==> config.mk <==
export PLATFORM = sky130hd
export DESIGN_NAME = bitproc
export DESIGN_NICKNAME = d
export VERILOG_FILES = /design/src/rtl/bitproc_pkg.sv /design/src/rtl/bitproc_addr_map.sv /design/src/rtl/bitproc_alu.sv /design/src/rtl/bitproc.sv
export SDC_FILE = /design/constraint.sdc
export NUM_CORES = 1
export LEC_CHECK = 0
export ABC_AREA = 1
export BUFFER_PORTS_ARGS = -buffer_cell sky130_fd_sc_hd__buf_2
export CAP_MARGIN = 20
export CORE_UTILIZATION = 50
export DETAILED_ROUTE_END_ITERATION = 6
export PLACE_DENSITY_LB_ADDON = 0.08
export SETUP_SLACK_MARGIN = 0.4
export SKIP_LAST_GASP = 1
export SLEW_MARGIN = 20
export SYNTH_ARGS = -nofsm -noshare
export SYNTH_HDL_FRONTEND = slang
export SYNTH_SLANG_ARGS = --single-unit
==> constraint.sdc <==
create_clock -name clk -period 4.7 [get_ports clk]
set_clock_uncertainty 0.05 [all_clocks]
set_input_delay 0.47 -clock clk [delete_from_list [all_inputs] [get_ports clk]]
set_output_delay 0.47 -clock clk [all_outputs]
set_load 0.005 [all_outputs]
==> src/rtl/bitproc_pkg.sv <==
package bitproc_pkg;

    typedef enum logic [3:0] {
        OP_CLR_C  = 4'd0,
        OP_SET_C  = 4'd1,
        OP_CPL_C  = 4'd2,
        OP_CLR_B  = 4'd3,
        OP_SET_B  = 4'd4,
        OP_CPL_B  = 4'd5,
        OP_AND_C  = 4'd6,
        OP_ANDN_C = 4'd7,
        OP_OR_C   = 4'd8,
        OP_ORN_C  = 4'd9,
        OP_LD_C   = 4'd10,
        OP_ST_C   = 4'd11,
        OP_RSV12  = 4'd12,
        OP_RSV13  = 4'd13,
        OP_RSV14  = 4'd14,
        OP_RSV15  = 4'd15
    } bp_op_e;

    typedef enum logic [1:0] {
        ST_IDLE  = 2'd0,
        ST_READ  = 2'd1,
        ST_WRITE = 2'd2
    } bp_state_e;

    // true when no memory access is needed
    function automatic logic op_carry_only(bp_op_e o);
        return (o <= OP_CPL_C) || (o >= OP_RSV12);
    endfunction

    // true when the addressed bit is the destination
    function automatic logic op_writes_bit(bp_op_e o);
        return (o == OP_CLR_B) || (o == OP_SET_B) || (o == OP_CPL_B) || (o == OP_ST_C);
    endfunction

endpackage

==> src/rtl/bitproc_addr_map.sv <==
module bitproc_addr_map #(
    parameter int ADDR_W   = 8,
    parameter int DATA_W   = 8,
    parameter int RAM_BASE = 32'h20,
    localparam int POS_W   = $clog2(DATA_W)
) (
    input  logic [ADDR_W-1:0] bit_addr,
    output logic [ADDR_W-1:0] byte_addr,
    output logic [POS_W-1:0]  bit_pos
);
    localparam logic [ADDR_W-1:0] BASE = ADDR_W'(RAM_BASE);
    localparam logic [ADDR_W-1:0] POS_MASK = ADDR_W'(DATA_W - 1);

    always_comb begin
        bit_pos = bit_addr[POS_W-1:0];
        if (bit_addr[ADDR_W-1] == 1'b0)
            byte_addr = BASE + (bit_addr >> POS_W);
        else
            byte_addr = bit_addr & ~POS_MASK;
    end

    // special-register bytes are always aligned to the byte width
    always_comb begin
        a_r7_sfr_aligned: assert (!bit_addr[ADDR_W-1] || ((byte_addr & POS_MASK) == '0));
    end
endmodule

==> src/rtl/bitproc_alu.sv <==
module bitproc_alu
    import bitproc_pkg::*;
(
    input  bp_op_e op,
    input  logic   c_in,
    input  logic   b_in,
    output logic   c_out,
    output logic   b_out
);
    always_comb begin
        c_out = c_in;
        b_out = b_in;
        unique case (op)
            OP_CLR_C:  c_out = 1'b0;
            OP_SET_C:  c_out = 1'b1;
            OP_CPL_C:  c_out = ~c_in;
            OP_CLR_B:  b_out = 1'b0;
            OP_SET_B:  b_out = 1'b1;
            OP_CPL_B:  b_out = ~b_in;
            OP_AND_C:  c_out = c_in & b_in;
            OP_ANDN_C: c_out = c_in & ~b_in;
            OP_OR_C:   c_out = c_in | b_in;
            OP_ORN_C:  c_out = c_in | ~b_in;
            OP_LD_C:   c_out = b_in;
            OP_ST_C:   b_out = c_in;
            default: ;
        endcase
    end
endmodule

==> src/rtl/bitproc.sv <==
module bitproc
    import bitproc_pkg::*;
#(
    parameter int ADDR_W   = 8,
    parameter int DATA_W   = 8,
    parameter int RAM_BASE = 32'h20,
    localparam int POS_W   = $clog2(DATA_W)
) (
    input  logic              clk,
    input  logic              rst_n,
    input  logic              start,
    input  logic [3:0]        op,
    input  logic [ADDR_W-1:0] bit_addr,
    output logic [ADDR_W-1:0] mem_addr,
    output logic              mem_rd,
    output logic              mem_wr,
    output logic [DATA_W-1:0] mem_wdata,
    input  logic [DATA_W-1:0] mem_rdata,
    output logic              carry,
    output logic              busy,
    output logic              done
);
    typedef struct packed {
        bp_state_e         state;
        bp_op_e            op;
        logic [ADDR_W-1:0] addr;
        logic [POS_W-1:0]  pos;
        logic [DATA_W-1:0] data;
        logic              carry;
        logic              done;
    } bp_regs_t;

    bp_regs_t r_q, r_d;

    logic [ADDR_W-1:0] map_addr_d;
    logic [POS_W-1:0]  map_pos_d;
    bp_op_e            alu_op_d, in_op_d;
    logic              alu_c_d, alu_b_d;
    logic [DATA_W-1:0] merged_d;

    bitproc_addr_map #(
        .ADDR_W  (ADDR_W),
        .DATA_W  (DATA_W),
        .RAM_BASE(RAM_BASE)
    ) u_map (
        .bit_addr (bit_addr),
        .byte_addr(map_addr_d),
        .bit_pos  (map_pos_d)
    );

    assign in_op_d  = bp_op_e'(op);
    assign alu_op_d = (r_q.state == ST_IDLE) ? in_op_d : r_q.op;

    bitproc_alu u_alu (
        .op   (alu_op_d),
        .c_in (r_q.carry),
        .b_in (mem_rdata[r_q.pos]),
        .c_out(alu_c_d),
        .b_out(alu_b_d)
    );

    always_comb begin
        merged_d = mem_rdata;
        merged_d[r_q.pos] = alu_b_d;
    end

    always_comb begin
        r_d      = r_q;
        r_d.done = 1'b0;
        unique case (r_q.state)
            ST_IDLE: begin
                if (start) begin
                    r_d.op   = in_op_d;
                    r_d.addr = map_addr_d;
                    r_d.pos  = map_pos_d;
                    if (op_carry_only(in_op_d)) begin
                        r_d.carry = alu_c_d;
                        r_d.done  = 1'b1;
                    end else begin
                        r_d.state = ST_READ;
                    end
                end
            end
            ST_READ: begin
                if (op_writes_bit(r_q.op)) begin
                    r_d.data  = merged_d;
                    r_d.state = ST_WRITE;
                end else begin
                    r_d.carry = alu_c_d;
                    r_d.done  = 1'b1;
                    r_d.state = ST_IDLE;
                end
            end
            ST_WRITE: begin
                r_d.done  = 1'b1;
                r_d.state = ST_IDLE;
            end
            default: r_d.state = ST_IDLE;
        endcase
    end

    always_ff @(posedge clk or negedge rst_n) begin
        if (!rst_n) begin
            r_q <= '{state: ST_IDLE, op: OP_CLR_C, default: '0};
        end else begin
            r_q <= r_d;
        end
    end

    assign mem_addr  = r_q.addr;
    assign mem_rd    = (r_q.state == ST_READ);
    assign mem_wr    = (r_q.state == ST_WRITE);
    assign mem_wdata = r_q.data;
    assign carry     = r_q.carry;
    assign busy      = (r_q.state != ST_IDLE);
    assign done      = r_q.done;

    // strobes are exclusive
    a_r10_strobes_exclusive: assert property (@(posedge clk) disable iff (!rst_n)
        !(mem_rd && mem_wr));
    // each write is preceded by a read of the same byte
    a_r6_write_after_read: assert property (@(posedge clk) disable iff (!rst_n)
        mem_wr |-> ($past(mem_rd) && mem_addr == $past(mem_addr)));
    // only the selected bit may differ from the byte read
    a_r2_keep_other_bits: assert property (@(posedge clk) disable iff (!rst_n)
        mem_wr |-> (((mem_wdata ^ $past(mem_rdata)) & ~(DATA_W'(1) << r_q.pos)) == '0));
    // carry is untouched across a bit write
    a_r2_carry_kept: assert property (@(posedge clk) disable iff (!rst_n)
        mem_wr |-> $stable(carry));
    // with no request and nothing in flight, carry holds
    a_r8_carry_quiet: assert property (@(posedge clk) disable iff (!rst_n)
        (!$past(start) && !$past(busy)) |-> $stable(carry));
    // done comes only when the block has returned to idle
    a_r8_done_idle: assert property (@(posedge clk) disable iff (!rst_n)
        done |-> !busy);
endmodule

==> summary.txt, run 1 <==
Final net count -> 287
Avg Cell Area, Syn -> 7.004 um2
H-tree levels -> 1
Die Y -> 59.50 um
Num CTS Buffers -> 3
DR WL/cell -> 10.17 um
Most frequent cells in the layout -> 69 x nand2_1, 43 x buf_2, 34 x nor2_1, 31 x inv_1, 27 x dfrtp_1
Area grow syn2layout -> 9.463%
Post-route ant nets -> 0
Detailed Routing Iterations Pass 1 -> 4
Final Hold Fails -> 0
Slew margin rel. -> 0.5987
Net switching power -> 0.2673 mW
Crit end category -> flip-flop
Slew @ Worst Pin -> 601.9 ps
Class of the most critical setup path -> reg -> reg
Leak -> 0.9905 nW
Clock root buffer -> clkbuf_4
Register area share after synthesis -> 0.4088
Crit start category -> flip-flop
Most common cell after layout, fill and taps aside -> nand2_1
Core area -> 0.003103 mm2
Total grt overflow -> 0
RD Place Congestion -> 0.8378
Status -> finished clean
TritonCTS clock tree -> done
Arrival time at the worst endpoint -> 2000 ps
# fillers -> 341
Post-DP HPWL -> 2383 um
Max Cap Violations -> 0
Diode count -> 0
Share of layout cells above drive strength 1 -> 0.2205
Largest net degree at the start of global routing -> 28
Port bufs -> 43
Syn Nets -> 259
Initial antenna violation count -> 0
Comb pwr share -> 0.382
Die width -> 59.50 um
Setup TNS Final -> 0 ps
Final setup violation count -> 0
DRC violations left -> 0
Synth async-reset ratio -> 1.000
Achievable Freq -> 550.1 MHz
Cells after Synth -> 236
Vias -> 1413
Initial DRC count -> 53
PostCTS Resize Cnt -> 0
Post-synth EDFFs -> 0
Power Density -> 390.5 mW/mm2
Sw frac -> 0.3784
Clk slew on worst S/H paths -> 150 ps
Clk_lat worst skew -> 320 ps
Vias per std cell -> 4.603
Setup Buffers After CTS -> 0
Number of global-route vias before repair -> 1228
Die area -> 0.003540 mm2
# rows -> 20
WL final -> 3122 um
Max VDD drop -> 153.2 uV
CP max FO -> 21
Initial Util -> 0.5327
First-pass GRT wire length -> 5223 um
Cell Area, Synth -> 0.001653 mm2
Final core area utilization -> 0.5831
Total GRT Usage -> 0.1958
Yosys warns -> 0
RSZ-0062 raised after global routing -> no
Worst Hold Class -> in -> async
Clk sinks -> 27
Internal -> 0.4392 mW
Flop pwr share -> 0.474
Top Ports -> 44
CP required -> 4880 ps
#FFs+latches synth -> 27
Design Power -> 0.7065 mW
Cts hold-fix bufs -> 0
CTS max path bufs -> 2
Slew Viols, Final -> 0
Cell variety after synth -> 24
Shortest period the worst path allows -> 1818 ps
Tcrit/Tclk final -> 0.3868
Clock power frac -> 0.145
Synth Flop Type -> dfrtp_1
critical path, stage by stage, from the launching register on:
cell      delay, ps
dfrtp_1         480
nor2_8           90
nand2_1         430
clkinv_1        380
o22a_1          280
logic make-up after synthesis:
| group | share of synthesized area |
|---|---|
| DFF | 0.4088 |
| and+or+nand+nor | 0.2884 |
| AOI/OAI and AO/OA | 0.1340 |
| buffers and inverters | 0.1688 |
final timing paths:
path                       depth (start not counted)  slack, ps      endpoint        start
hold reg to reg                                    2        450   mem_addr[6]  mem_addr[6]
hold / removal                                     1         80  mem_wdata[4]        rst_n
min in group clk                                   3        300   mem_addr[6]  bit_addr[6]
max in group asynchronous                          1       4130       r_q[26]        rst_n
setup reg to reg                                   4       2880   mem_addr[5]      r_q[25]
setup / recovery                                   4       2880   mem_addr[5]      r_q[25]
final cells by class:
| type | count | area [um2] | area share |
|---|---|---|---|
| clock inverters | 1 | 7.507 | 0.004149 |
| well taps | 44 | 55.05 | 0.03043 |
| inverters | 36 | 135.1 | 0.07469 |
| multi-input cells | 153 | 698.2 | 0.3859 |
| repair buffers | 43 | 215.2 | 0.1189 |
| flip-flops and latches | 27 | 675.6 | 0.3734 |
| clock buffers | 3 | 22.52 | 0.01245 |
per-layer routing:
layer	part of all wire	global-route usage	wire length, um	vias up
met4	0.0096	0.05980	30	0
li1	-	-	-	763
met1	0.47	0.2611	1470	613
met5	0	0	0	-
met2	0.48	0.3339	1496	33
met3	0.040	0.02183	125	4
stage by stage:
step | instance area (um2) | cells | hold slack (ps) | setup slack (ps)
final | 1809 | 307 | 78.87 | 2882
after global routing | 1809 | 307 | 103.9 | 2696
after CTS | 1809 | 307 | 84.40 | 2852
after detailed placement | 1779 | 303 | 410.4 | 2854
after global placement | 1779 | 303 | 421.3 | 2894
after floorplan | 1653 | 236 | 124.4 | 3221
power groups by stage:
stage                     Combinational, mW  Sequential (mW)  Clock, mW
after CTS                             0.273            0.335      0.111
final                                 0.270            0.335      0.102
after floorplan                       0.244            0.332          0
after global routing                  0.319            0.344      0.116
after global placement                0.270            0.340          0
after detailed placement              0.273            0.341          0
sequential cells by signal, summed over array words and instances, names as in the netlist:
register / cells
carry: 1
mem_addr: 8
r_q: 9
done: 1
mem_wdata: 8
cell usage after synthesis, types with 4 or more instances:
cell / count / area [um2]
o21ai_2: 4 / 35.03
o21a_1: 4 / 30.03
buf_4: 18 / 135.1
inv_1: 31 / 116.4
nand2_1: 69 / 259.0
nand3_1: 8 / 40.04
inv_2: 4 / 15.01
dfrtp_1: 27 / 675.7
a21oi_1: 10 / 50.05
o21ai_0: 14 / 70.07
nor2_1: 34 / 127.6
(Power assumes the default switching activity.)
==> run 2, diff against run 1 <==
ABC_AREA = 0   (was 1)
CORE_UTILIZATION = 47   (was 50)
clock period = 1.55 ns   (was 4.7 ns; I/O delays follow)
==> run 2 against run 1 <==
Against the previous run: the run now ends with setup timing left; first-iteration DRC count rose by 62%; combinational power rose to 5.0 times the previous value; sequential share of layout area fell by 8.8 points; sequential power rose to 3.1 times the previous value; final cell count fell by 10%; non-clock buffer count rose by 41; fmax fell by 11%; synthesized cell count fell by 30%; clock-buffer cell count rose by 1; die area rose by 4.6%; via count rose by 5.9%; core utilization rose by 13 points; highest routed layer unchanged.
==> summary.txt, run 2 <==
Status -> complete, but fails checks
Failing checks -> setup timing
Slew margin rel. -> 0.5894
Worst path depth -> 6
Power Density -> 1146 mW/mm2
Port bufs -> 43
WL final -> 4258 um
Final net count -> 253
CP max FO -> 8
Diode count -> 0
Clock power frac -> 0.112
CP required -> 1730 ps
Clk slew on worst S/H paths -> 150 ps
Most frequent cells in the layout -> 41 x buf_2, 26 x dfrtp_1, 25 x buf_4, 12 x nand2_1, 10 x buf_6
WP buf/inv -> 1
Die area -> 0.003703 mm2
Crit start category -> flip-flop
Total GRT Usage -> 0.2112
Leak -> 1.156 nW
Synth cell count leaders -> 27 x dfrtp_1, 18 x nand2_1, 16 x buf_4
Initial Util -> 0.4878
Fin worst setup slack -> -493.8 ps
Slew @ Worst Pin -> 615.9 ps
Top-count cell post-synth -> dfrtp_1
Worst Hold Class -> in -> reg
Placed insts -> 255
Slew Viols, Final -> 0
Delay-heaviest family, CP -> multiplexers
CTS max path bufs -> 2
Net switching power -> 0.9521 mW
Cell Area, Synth -> 0.001628 mm2
Yosys warns -> 0
Synth Flop Type -> dfrtp_1
Clk sinks -> 27
Register area share after synthesis -> 0.4151
Flop pwr share -> 0.386
Flop2flop setup slack -> -490 ps
Comb pwr share -> 0.501
Largest family of logic cells by synthesized area -> compound AO/OA/AOI/OAI gates
Cell depth of the worst flop-to-flop path -> 6
Final Hold Fails -> 0
Post-route ant nets -> 0
Post-Synth Simple-Gate Area -> 0.1683
Max incr delay on CP -> 520 ps
Post-DP HPWL -> 2656 um
Detailed Routing Iterations Pass 1 -> 4
RD Place Congestion -> 0.7995
Synth Area in XOR/XNOR -> 0
Top Ports -> 44
Syn Nets -> 188
Initial DRC count -> 86
Finished Layout Cells -> 275
Worst setup endpoint -> mem_wdata[6]
Adder-cell share of the synthesized area -> 0.006149
Avg Cell Area, Syn -> 9.866 um2
# rows -> 21
Multi-input gate area -> 940.9 um2
H-tree levels -> 1
Class of the most critical setup path -> reg -> reg
Post-synth EDFFs -> 0
Area leader, netlist -> dfrtp_1
# fillers -> 260
Max Cap Violations -> 0
Reg2reg start -> r_q[10]
Post-synth top area share -> 0.4151
Sw frac -> 0.3502
First-pass GRT wire length -> 5837 um
Biggest register -> r_q
Clock root buffer -> clkbuf_4
Number of global-route vias before repair -> 1299
Design Power -> 2.718 mW
Tcrit/Tclk final -> 1.319
FF+latch area -> 676.9 um2
Largest cells by area after synthesis -> dfrtp_1 42%, mux2_2 7.6%, buf_4 7.4%, nand2_1 4.2%, o21ai_0 3.7%
Largest register FFs -> 9
Num CTS Buffers -> 3
Die width -> 60.85 um
Synth async-reset ratio -> 1.000
Vias -> 1496
Total grt overflow -> 0
Clk_lat worst skew -> 320 ps
Largest net degree at the start of global routing -> 28
#FFs+latches synth -> 27
Cells along the critical path -> mux4_2 > mux2_4 > a21o_1 > a211oi_4 > buf_6 > o41ai_1
Shortest period the worst path allows -> 2044 ps
Achievable Freq -> 489.3 MHz
Area grow syn2layout -> 45.73%
Mux contribution to synthesized area -> 0.1391
Crit end category -> flip-flop
Die Y -> 60.85 um
Internal -> 1.766 mW
DRC violations left -> 0
Critical Path Source -> r_q[10]
Final setup violation count -> 23
Most common cell after layout, fill and taps aside -> buf_2
RSZ-0062 raised after global routing -> yes
Cell variety after synth -> 37
DR WL/cell -> 15.48 um
Compound-Gate Fraction of Synth Area -> 0.1745
Max VDD drop -> 560.0 uV
Arrival time at the worst endpoint -> 2220 ps
Cells after Synth -> 165
Share of layout cells above drive strength 1 -> 0.5590
TritonCTS clock tree -> done
Worst R2R End -> mem_wdata[6]
Vias per std cell -> 5.440
Initial antenna violation count -> 0
Core area -> 0.003337 mm2
Slowest-stage cell, CP -> mux4_2
[run 2: cells by family after synthesis]
kind of cell    Yosys count
simple gates             51
compound gates           42
flops                    27
buf+inv                  26
mux                      18
fa+ha+maj                 1
[run 2: layer usage]
layer  up-vias  global-route usage  wire length (um)
li1        712                   -                 -
met5         -                   0                 0
met2        42              0.3611              2218
met4         0             0.04870                55
met1       734              0.2904              1822
met3         8             0.02132               161
[run 2: power by group through the flow]
| stage | Sequential, mW | Combinational [mW] | Clock [mW] |
|---|---|---|---|
| 6_report | 1.05 | 1.36 | 0.305 |
| 5_1_grt | 1.08 | 1.48 | 0.355 |
| 2_1_floorplan | 1.03 | 0.790 | 0 |
| 3_3_place_gp | 1.04 | 1.04 | 0 |
| 3_5_place_dp | 1.05 | 1.07 | 0 |
| 4_1_cts | 1.04 | 1.13 | 0.315 |
[run 2: repair_timing]
item	4_1_cts	5_1_grt
hold buffers	1	1
gates resized for setup	8	45
cloned	0	4
buffers inserted	4	6
endpoints found under the hold margin	27	1
pin swaps	5	8
setup endpoints to repair	30	31
[run 2: worst min-delay path by stage]
stage          slack [ps]      end  cells past startpoint         from
2_1_floorplan        -190    carry                      0        rst_n
3_3_place_gp          150  r_q[25]                      1        rst_n
3_5_place_dp          160  r_q[25]                      1        rst_n
4_1_cts                 7  r_q[12]                      2  bit_addr[2]
5_1_grt                -6  r_q[11]                      2  bit_addr[1]
6_report               10  r_q[10]                      2  bit_addr[0]
[run 2: layout make-up]
| type | count | area share |
|---|---|---|
| tap | 46 | 0.02426 |
| timing repair buffer | 84 | 0.2785 |
| inverter | 2 | 0.004219 |
| sequential | 27 | 0.2853 |
| multi-input combinational | 112 | 0.3966 |
| clock buffer | 4 | 0.01108 |
[run 2: stage by stage]
step | setup slack (ps) | instance area [um2] | util | TNS (ps) | hold slack, ps
finish | -493.8 | 2372 | 0.7109 | -4890 | 12.14
global route | -571.2 | 2372 | 0.7109 | -6453 | -6.174
CTS | -461.0 | 2064 | 0.6187 | -4192 | 6.544
detailed placement | -530.7 | 1967 | 0.5894 | -4733 | 155.0
global placement | -487.0 | 1967 | 0.5894 | -4321 | 152.7
floorplan | -445.3 | 1655 | - | -3942 | -190.6
